File: config.mk
export PLATFORM = sky130hd
export DESIGN_NAME = fmi_init_seq
export DESIGN_NICKNAME = d
export VERILOG_FILES = /design/src/rtl/fmi_pkg.sv /design/src/rtl/fmi_stab_timer.sv /design/src/rtl/fmi_port_seq.sv /design/src/rtl/fmi_init_seq.sv
export SDC_FILE = /design/constraint.sdc
export NUM_CORES = 1
export LEC_CHECK = 0
export BUFFER_PORTS_ARGS = -buffer_cell sky130_fd_sc_hd__buf_2
export CAP_MARGIN = 20
export CORE_UTILIZATION = 32
export CTS_BUF_LIST = sky130_fd_sc_hd__clkbuf_8
export DETAILED_ROUTE_END_ITERATION = 7
export PLACE_DENSITY = 0.45
export SETUP_SLACK_MARGIN = 0.05
export SLEW_MARGIN = 20
export SYNTH_ARGS = -nofsm -noshare
export SYNTH_HDL_FRONTEND = slang
export SYNTH_HIERARCHICAL = 1
export SYNTH_SLANG_ARGS = --single-unit
File: constraint.sdc
create_clock -name clk -period 7.7 [get_ports clk]
set_clock_uncertainty 0.2 [all_clocks]
set_input_delay 0.77 -clock clk [delete_from_list [all_inputs] [get_ports clk]]
set_output_delay 0.77 -clock clk [all_outputs]
set_load 0.005 [all_outputs]
File: src/rtl/fmi_pkg.sv
package fmi_pkg;
  typedef enum logic [2:0] {
    PS_IDLE,
    PS_WAIT,
    PS_DUMMY,
    PS_RESET,
    PS_GAP,
    PS_DONE
  } fmi_state_e;
endpackage

File: src/rtl/fmi_stab_timer.sv
module fmi_stab_timer #(
  parameter int unsigned STAB_CYCLES = 12_500_000
) (
  input  logic clk,
  input  logic rst,
  input  logic start,
  output logic stab_ok
);
  localparam int unsigned TW = $clog2(STAB_CYCLES + 1);

  logic [TW-1:0] tcnt_q;

  always_ff @(posedge clk) begin
    if (rst || !start) tcnt_q <= '0;
    else if (tcnt_q != TW'(STAB_CYCLES)) tcnt_q <= tcnt_q + 1'b1;
  end

  assign stab_ok = (tcnt_q == TW'(STAB_CYCLES));

  // the settled flag never drops while supply-good stays high
  a_r1_ok_sticky: assert property (@(posedge clk) disable iff (rst)
    (stab_ok && start) |=> stab_ok);
endmodule

File: src/rtl/fmi_port_seq.sv
module fmi_port_seq
  import fmi_pkg::*;
#(
  parameter int unsigned DUMMY_CYCLES = 80,
  parameter int unsigned GAP_CYCLES   = 2
) (
  input  logic clk,
  input  logic rst,
  input  logic start,
  input  logic stab_ok,
  input  logic recover,
  input  logic usr_ck_en,
  input  logic usr_rst_req,
  output logic ck_en,
  output logic rst_pulse,
  output logic seq_done
);
  localparam int unsigned MAXC = (DUMMY_CYCLES > GAP_CYCLES) ? DUMMY_CYCLES : GAP_CYCLES;
  localparam int unsigned CW   = $clog2(MAXC + 1);
  localparam int unsigned GW   = $clog2(GAP_CYCLES + 1);
  localparam int unsigned DW   = $clog2(DUMMY_CYCLES + 1);

  fmi_state_e    state_q, state_d;
  logic [CW-1:0] cnt_q, cnt_d;
  logic          final_q, final_d;
  logic          ck_q, ck_d;
  logic          rs_q, rs_d;

  always_comb begin
    state_d = state_q;
    cnt_d   = cnt_q;
    final_d = final_q;
    ck_d    = 1'b0;
    rs_d    = 1'b0;
    if (!start) begin
      state_d = PS_IDLE;
      cnt_d   = '0;
      final_d = 1'b0;
    end else begin
      unique case (state_q)
        PS_IDLE: state_d = PS_WAIT;
        PS_WAIT: begin
          if (stab_ok) begin
            if (recover) begin
              state_d = PS_RESET;
              rs_d    = 1'b1;
              final_d = 1'b0;
            end else begin
              state_d = PS_DUMMY;
              cnt_d   = CW'(1);
              ck_d    = 1'b1;
              final_d = 1'b1;
            end
          end
        end
        PS_DUMMY: begin
          if (cnt_q == CW'(DUMMY_CYCLES)) begin
            state_d = PS_RESET;
            rs_d    = 1'b1;
          end else begin
            cnt_d = cnt_q + 1'b1;
            ck_d  = 1'b1;
          end
        end
        PS_RESET: begin
          state_d = PS_GAP;
          cnt_d   = CW'(1);
        end
        PS_GAP: begin
          if (cnt_q == CW'(GAP_CYCLES)) begin
            if (final_q) begin
              state_d = PS_DONE;
            end else begin
              state_d = PS_DUMMY;
              cnt_d   = CW'(1);
              ck_d    = 1'b1;
              final_d = 1'b1;
            end
          end else begin
            cnt_d = cnt_q + 1'b1;
          end
        end
        PS_DONE: begin
          ck_d = usr_ck_en;
          if (usr_rst_req && cnt_q == CW'(GAP_CYCLES)) begin
            rs_d  = 1'b1;
            cnt_d = '0;
          end else if (cnt_q != CW'(GAP_CYCLES)) begin
            cnt_d = cnt_q + 1'b1;
          end
        end
        default: state_d = PS_IDLE;
      endcase
    end
  end

  always_ff @(posedge clk) begin
    if (rst) begin
      state_q <= PS_IDLE;
      cnt_q   <= '0;
      final_q <= 1'b0;
      ck_q    <= 1'b0;
      rs_q    <= 1'b0;
    end else begin
      state_q <= state_d;
      cnt_q   <= cnt_d;
      final_q <= final_d;
      ck_q    <= ck_d;
      rs_q    <= rs_d;
    end
  end

  assign ck_en     = ck_q;
  assign rst_pulse = rs_q;
  assign seq_done  = (state_q == PS_DONE);

  // Checker counters: run of low reset cycles, run of enable cycles
  logic [GW-1:0] low_run_q;
  logic [DW-1:0] en_run_q;

  always_ff @(posedge clk) begin
    if (rst) begin
      low_run_q <= GW'(GAP_CYCLES);
      en_run_q  <= '0;
    end else begin
      if (rs_q) low_run_q <= '0;
      else if (low_run_q != GW'(GAP_CYCLES)) low_run_q <= low_run_q + 1'b1;
      if (!ck_q) en_run_q <= '0;
      else if (en_run_q != DW'(DUMMY_CYCLES)) en_run_q <= en_run_q + 1'b1;
    end
  end

  a_r5_single_pulse: assert property (@(posedge clk) disable iff (rst)
    rs_q |=> !rs_q);

  a_r5_gap_low: assert property (@(posedge clk) disable iff (rst)
    $rose(rs_q) |-> (low_run_q == GW'(GAP_CYCLES)));

  a_r2_dummy_run: assert property (@(posedge clk) disable iff (rst)
    ($fell(ck_q) && state_q == PS_RESET) |-> (en_run_q == DW'(DUMMY_CYCLES)));

  a_r9_abort_quiet: assert property (@(posedge clk) disable iff (rst)
    !start |=> (!ck_q && !rs_q));
endmodule

File: src/rtl/fmi_init_seq.sv
module fmi_init_seq #(
  parameter int unsigned STAB_CYCLES  = 12_500_000,
  parameter int unsigned DUMMY_CYCLES = 80,
  parameter int unsigned GAP_CYCLES   = 2
) (
  input  logic clk,
  input  logic rst,
  input  logic start,
  input  logic recover,
  input  logic usr_wck_en,
  input  logic usr_wrst_req,
  input  logic usr_rck_en,
  input  logic usr_rrst_req,
  output logic wck_en,
  output logic wrst,
  output logic rck_en,
  output logic rrst,
  output logic done
);
  localparam int unsigned NPORT = 2;

  logic             stab_ok;
  logic [NPORT-1:0] usr_ck, usr_req, p_ck, p_rs, p_done;

  assign usr_ck  = {usr_rck_en, usr_wck_en};
  assign usr_req = {usr_rrst_req, usr_wrst_req};

  fmi_stab_timer #(.STAB_CYCLES(STAB_CYCLES)) u_timer (
    .clk     (clk),
    .rst     (rst),
    .start   (start),
    .stab_ok (stab_ok)
  );

  for (genvar p = 0; p < NPORT; p++) begin : g_port
    fmi_port_seq #(
      .DUMMY_CYCLES (DUMMY_CYCLES),
      .GAP_CYCLES   (GAP_CYCLES)
    ) u_seq (
      .clk         (clk),
      .rst         (rst),
      .start       (start),
      .stab_ok     (stab_ok),
      .recover     (recover),
      .usr_ck_en   (usr_ck[p]),
      .usr_rst_req (usr_req[p]),
      .ck_en       (p_ck[p]),
      .rst_pulse   (p_rs[p]),
      .seq_done    (p_done[p])
    );
  end

  assign wck_en = p_ck[0];
  assign wrst   = p_rs[0];
  assign rck_en = p_ck[1];
  assign rrst   = p_rs[1];
  assign done   = &p_done;

  a_r6_done_drop: assert property (@(posedge clk) disable iff (rst)
    !start |=> !done);

  a_r1_no_early: assert property (@(posedge clk) disable iff (rst)
    ((wck_en || wrst || rck_en || rrst) && !done) |-> stab_ok);

  a_r3_lockstep: assert property (@(posedge clk) disable iff (rst)
    !done |-> (wrst == rrst && wck_en == rck_en));
endmodule

==> impl_metrics.ini, run 1 <==
[outcome]
status = finished clean

[final_layout]
diodes = 0
final_layout_size_suffix_gt1_share_pct = 9.79
syn_to_final_growth_pct = 7.15
finalNonFillerCells = 499
fill_cells = 985
fin_nets = 403

[critical_path]
slowest_stage = dfxtp_1
reg2reg_depth = 11
crit_type = flop to flop
rr_startpoint = u_timer/tcnt_q[0]
r2r_end = g_port[0].u_seq/cnt_q[2]
worst_ep_arrival_time_ns = 2.89
critPathMaxFanout = 12
max_stage_delay_ns = 0.35
cp_cell_sequence = inv_1, ha_1, nor4bb_1, nand3_1, nor3_1, buf_4, nor2b_1, o21ai_0, and4_1, nand2b_4, o41ai_1
start_kind = flop
critPathRequiredTime_ns = 7.71
crit_buf_inv = 2
rrSetupSlack_ns = 4.81
crit_family = simple AND/OR/NAND/NOR gates
endpoint_kind = flop

[place]
port_buffers = 12
dp.cells = 491
dp_hpwl_um = 5150
gp_congestion = 0.809

[hold_path]
min_from = u_timer/tcnt_q[20]
holdPathEnd = u_timer/tcnt_q[20]
hold_depth = 2
hold_class = flop to flop

[routing]
post_drt_wl_per_cell_um = 14.4
routed_wl_um = 7190
drt_iter0_drc = 90
via_per_inst = 5.42
vias = 2703
ant_nets = 0
dr.pass1.iters = 4
drc = 0

[power]
peakVddDrop_uv = 91.0
p_leak_nw = 1.06
pwr_density_cell_mw_per_mm2 = 145

[logic_synthesis]
synth_top_area_share_pct = 33.2
syn_nets = 398
syn_area_mm2 = 0.00301
yosysWarningCount = 6
ys_seq_area_share_pct = 33.2
synth_ff_type = dfxtp_1
synth_cells = 382
yosys.area.top_type = dfxtp_1
synthTopCellsByCount = 50 x dfxtp_1, 44 x a21oi_1, 30 x nor2_1
ys_types = 45
ys_top_cells_by_area = dfxtp_1 33%, a21oi_1 7.3%, nand3_1 3.8%
ys_ff_latch = 50
synth_edf_count = 0
synth-async-reset-ratio_pct = 0
synth_area_per_cell_um2 = 7.88
synth_most_common_cell = dfxtp_1

[cts]
postCtsSetupBuffers = 0
htreeDepth = 2
ctsHoldBuffers = 0
clock_latency_ns = 0.32
cts-buffers-inserted = 5
cts_max_path_buffers = 2
cts_root_buf = clkbuf_8
path_clk_slew_ns = 0.11
cts_tree = yes
cts.sinks = 50
cts.repair.resized = 0

[die]
die_w_um = 99.0
die-area_mm2 = 0.00980
initial_utilization_pct = 32.7
rows = 35
core_mm2 = 0.00920
die-height_um = 99.0
ios = 13

[grt]
grt-ovfl-total = 0
grt_start_max_net_pins = 24
antenna_found_initial = 0
met2_usage_pct = 23.3
grt_pass1_wl_um = 11900
busiest_layer = met2
grt_usage_pct = 15.0
grt_pass1_vias = 2394
met1_usage_pct = 21.3
use_met3_pct = 2.84

[timing]
grt_setup_unrepaired = false
slew_viol_final = 0
setup_viol = 0
final_hold_viol_count = 0
fin_crit_ns = 2.89
fmax_mhz = 346
maxSlewHeadroom_pct = 37.0
fin_tns_setup_ns = 0
tightest_slew_ns = 0.945
finalCritPeriodShare_pct = 37.5

[run]
max_cap_violations = 0
==> placed cells by master (no fill, tap or decap), drive strengths merged, types with 9 or more instances in the layout <==
cell and n:
xor2 9, nor2b 13, nand3 23, o22ai 10, dfxtp 50, o21ai 20, nand2b 9, or3 16
inv 20, buf 13, nand2 29, a21oi 44, nor2 30
==> state kept, by name (all words and copies together) (netlist names) <==
| name | flops |
|---|---|
| g_port.u_seq/final_q | 2 |
| g_port.u_seq/ck_en | 2 |
| u_timer/tcnt_q | 24 |
| g_port.u_seq/rst_pulse | 2 |
| g_port.u_seq/cnt_q | 14 |
| g_port.u_seq/state_q | 6 |
==> where the power goes <==
group	internal, mW	switching, mW	leakage, nW
registers	0.261	0.00517	0.404
logic	0.0126	0.0212	0.610
clock network	0.0671	0.0998	0.0491
==> layout make-up <==
cell class	count	area, um^2	area share (%)
clock buffer	5	68.8	2.13
clock inverter	3	26.3	0.814
inverter	18	67.6	2.09
multi-input combinational	299	1860	57.5
sequential	50	1000	31.0
tap	111	139	4.30
timing repair buffer	13	67.6	2.09
==> per-stage QoR <==
stage | power (mW) | worst slack, ns | utilization [%] | cell area (um^2) | hold slack (ns)
3_5_place_dp | 0.306 | 4.86 | 34.1 | 3130 | 0.292
4_1_cts | 0.476 | 4.78 | 35.1 | 3230 | 0.308
6_report | 0.467 | 4.81 | 35.1 | 3230 | 0.307
3_3_place_gp | 0.306 | 4.93 | 34.1 | 3130 | 0.277
2_1_floorplan | 0.297 | 4.85 | - | 3010 | 0.261
5_1_grt | 0.490 | 4.54 | 35.1 | 3230 | 0.337
==> logic make-up (layout without fill, tap and decap cells) <==
| group | Yosys count | in the layout | synth area share, % |
|---|---|---|---|
| adder cells (fa/ha/maj) | 8 | 8 | 3.32 |
| buffers and inverters | 33 | 39 | 5.11 |
| flip-flops | 50 | 50 | 33.2 |
| XOR/XNOR | 10 | 10 | 2.91 |
| AO/OA/AOI/OAI | 107 | 107 | 22.7 |
| AND/OR/NAND/NOR | 174 | 174 | 32.7 |
==> worst min-delay path: cells and delay by family (launching register included) <==
kind,cells,cell delay (ns)
flip-flops,1,0.35
AO/OA/AOI/OAI,2,0.13
==> routing by layer <==
layer / up-vias / part of all wire, %
li1: 1400 / -
met4: 0 / 1.0
met5: - / 0
met2: 26 / 44
met3: 6 / 1.9
met1: 1271 / 53
==> worst max-delay path by stage <==
stage	startpoint	to	slack (ns)	cells after the start
2_1_floorplan	u_timer/tcnt_q[0]	g_port[0].u_seq/cnt_q[2]	4.85	11
3_3_place_gp	u_timer/tcnt_q[0]	g_port[1].u_seq/cnt_q[2]	4.93	11
3_5_place_dp	u_timer/tcnt_q[0]	g_port[0].u_seq/cnt_q[2]	4.86	11
4_1_cts	u_timer/tcnt_q[0]	g_port[1].u_seq/cnt_q[2]	4.78	11
5_1_grt	u_timer/tcnt_q[0]	g_port[0].u_seq/cnt_q[2]	4.54	11
6_report	u_timer/tcnt_q[0]	g_port[0].u_seq/cnt_q[2]	4.81	11
No activity file was read; power rests on OpenSTA's default activity.
==> run 2, diff against run 1 <==
Clock period 7.7 ns to 3.01 ns, I/O delays scaled along.
==> impl_metrics.ini, run 2 (synthesis results as in run 1) <==
[critical_path]
crit_type = flop to flop
r2r_end = g_port[0].u_seq/cnt_q[2]
critPathMaxFanout = 10
startpoint = u_timer/tcnt_q[0]
crit_family = simple AND/OR/NAND/NOR gates
endpoint_kind = flop
reg2reg_depth = 10
rr_startpoint = u_timer/tcnt_q[0]
worst_ep_arrival_time_ns = 2.69
critPathRequiredTime_ns = 3.02
slowest_stage = dfxtp_1
rrSetupSlack_ns = 0.33
start_kind = flop
max_stage_delay_ns = 0.35
cp_cell_sequence = inv_1, ha_1, nor4bb_2, nand3_1, nor3_4, nor2b_1, o21ai_0, and4_1, nand2b_4, o41ai_1
crit_buf_inv = 1

[die]
initial_utilization_pct = 32.7
rows = 35
ios = 13
die-height_um = 99.0
die_w_um = 99.0
die-area_mm2 = 0.00980
core_mm2 = 0.00920

[routing]
drt_iter0_drc = 121
vias = 2743
dr.pass1.iters = 4
ant_nets = 0
routed_wl_um = 7210
via_per_inst = 5.48
drc = 0
post_drt_wl_per_cell_um = 14.4

[final_layout]
final_layout_size_suffix_gt1_share_pct = 10.8
fin_nets = 405
final_core_utilization_pct = 36.0
mostFrequentLayoutCell = dfxtp_1
fill_cells = 967
most-common-layout-cells = 50 x dfxtp_1, 44 x a21oi_1, 30 x nor2_1, 29 x nand2_1, 23 x nand3_1
regArea_mm2 = 0.00100
largest_reg_flops = 24
biggestRegsByFlops = u_timer/tcnt_q: 24 flops, g_port.u_seq/cnt_q: 14 flops, g_port.u_seq/state_q: 6 flops
syn_to_final_growth_pct = 9.80
diodes = 0
largest-register = u_timer/tcnt_q
multi_input_area_mm2 = 0.00187

[cts]
cts-buffers-inserted = 5
cts.sinks = 50
postCtsSetupBuffers = 0
cts_root_buf = clkbuf_8
cts_max_path_buffers = 2
htreeDepth = 2
clock_latency_ns = 0.30
cts_tree = yes
path_clk_slew_ns = 0.10

[timing]
fmax_mhz = 373
slew_viol_final = 0
setup_viol = 0
fin_tns_setup_ns = 0
maxSlewHeadroom_pct = 37.0
layout_setup_ws_ns = 0.331
grt_setup_unrepaired = false
tightest_slew_ns = 0.945
fin_crit_ns = 2.68
finalCritPeriodShare_pct = 89.0
final_hold_viol_count = 0

[grt]
met2_usage_pct = 23.9
met1_usage_pct = 22.6
grt_pass1_vias = 2496
antenna_found_initial = 0
grt_pass1_wl_um = 12400
grt-ovfl-total = 0
use_met3_pct = 2.34
grt_start_max_net_pins = 24
grt_usage_pct = 15.6
busiest_layer = met2

[power]
peakVddDrop_uv = 188
pwr_density_cell_mw_per_mm2 = 413
p_leak_nw = 1.11

[run]
max_cap_violations = 0

[hold_path]
hold_depth = 3
holdPathEnd = u_timer/tcnt_q[23]
hold_class = input port to flop
min_from = rst

[place]
gp_congestion = 0.841
dp_slack_ns = 0.190
port_buffers = 12
dp_hpwl_um = 5150

[outcome]
status = finished clean
==> run 2: changes by cell type in the layout (fill, tap and decap cells not counted), sizes merged <==
| cell | change |
|---|---|
| inv | -2 |
| buf | +2 |
| bufinv | +2 |
| clkinv | -1 |
| clkbuf | +1 |
==> run 2: through the flow <==
step,hold WS (ns),instance area [um^2],std cells,power [mW]
floorplan,0.258,3010,382,0.760
global placement,0.279,3150,493,0.784
detailed placement,0.286,3150,493,0.783
CTS,0.101,3290,501,1.39
global route,0.121,3310,501,1.43
finish,0.113,3310,501,1.36
==> run 2: worst max-delay path by stage <==
stage / cells after the start / end / slack, ns
2_1_floorplan: 11 / g_port[0].u_seq/cnt_q[2] / 0.16
3_3_place_gp: 10 / g_port[1].u_seq/cnt_q[2] / 0.29
3_5_place_dp: 10 / g_port[0].u_seq/cnt_q[2] / 0.19
4_1_cts: 10 / g_port[0].u_seq/cnt_q[2] / 0.17
5_1_grt: 10 / g_port[0].u_seq/cnt_q[2] / 0.06
6_report: 10 / g_port[0].u_seq/cnt_q[2] / 0.33
==> run 2: layer usage <==
layer	up-vias	routed length (um)
li1	1403	-
met1	1293	3860
met2	42	3090
met3	5	213
met4	0	55
met5	-	0
==> run 2: layout make-up <==
| type | count | share of cell area (%) |
|---|---|---|
| flip-flops and latches | 50 | 30.3 |
| clock buffers | 6 | 2.50 |
| repair buffers | 15 | 2.50 |
| inverters | 18 | 2.04 |
| multi-input cells | 299 | 56.7 |
| clock inverters | 2 | 1.82 |
| well taps | 111 | 4.20 |
==> run 2: what timing repair did <==
item                                    in CTS  in global routing
resized for setup                            0                  3
endpoints found under the setup margin       0                 12
hold buffers                                 0                  0
==> run 2: where the power goes <==
part / internal (mW) / switching (mW) / total, mW
clock: 0.355 / 0.242 / 0.597
combinational: 0.0324 / 0.0543 / 0.0867
sequential: 0.667 / 0.0135 / 0.681
total: 1.05 / 0.310 / 1.36
==> run 2: tightest hold or removal path, stage by stage <==
cell and delay [ns]:
buf_2 0.13, nor2b_1 0.06, o21a_1 0.09
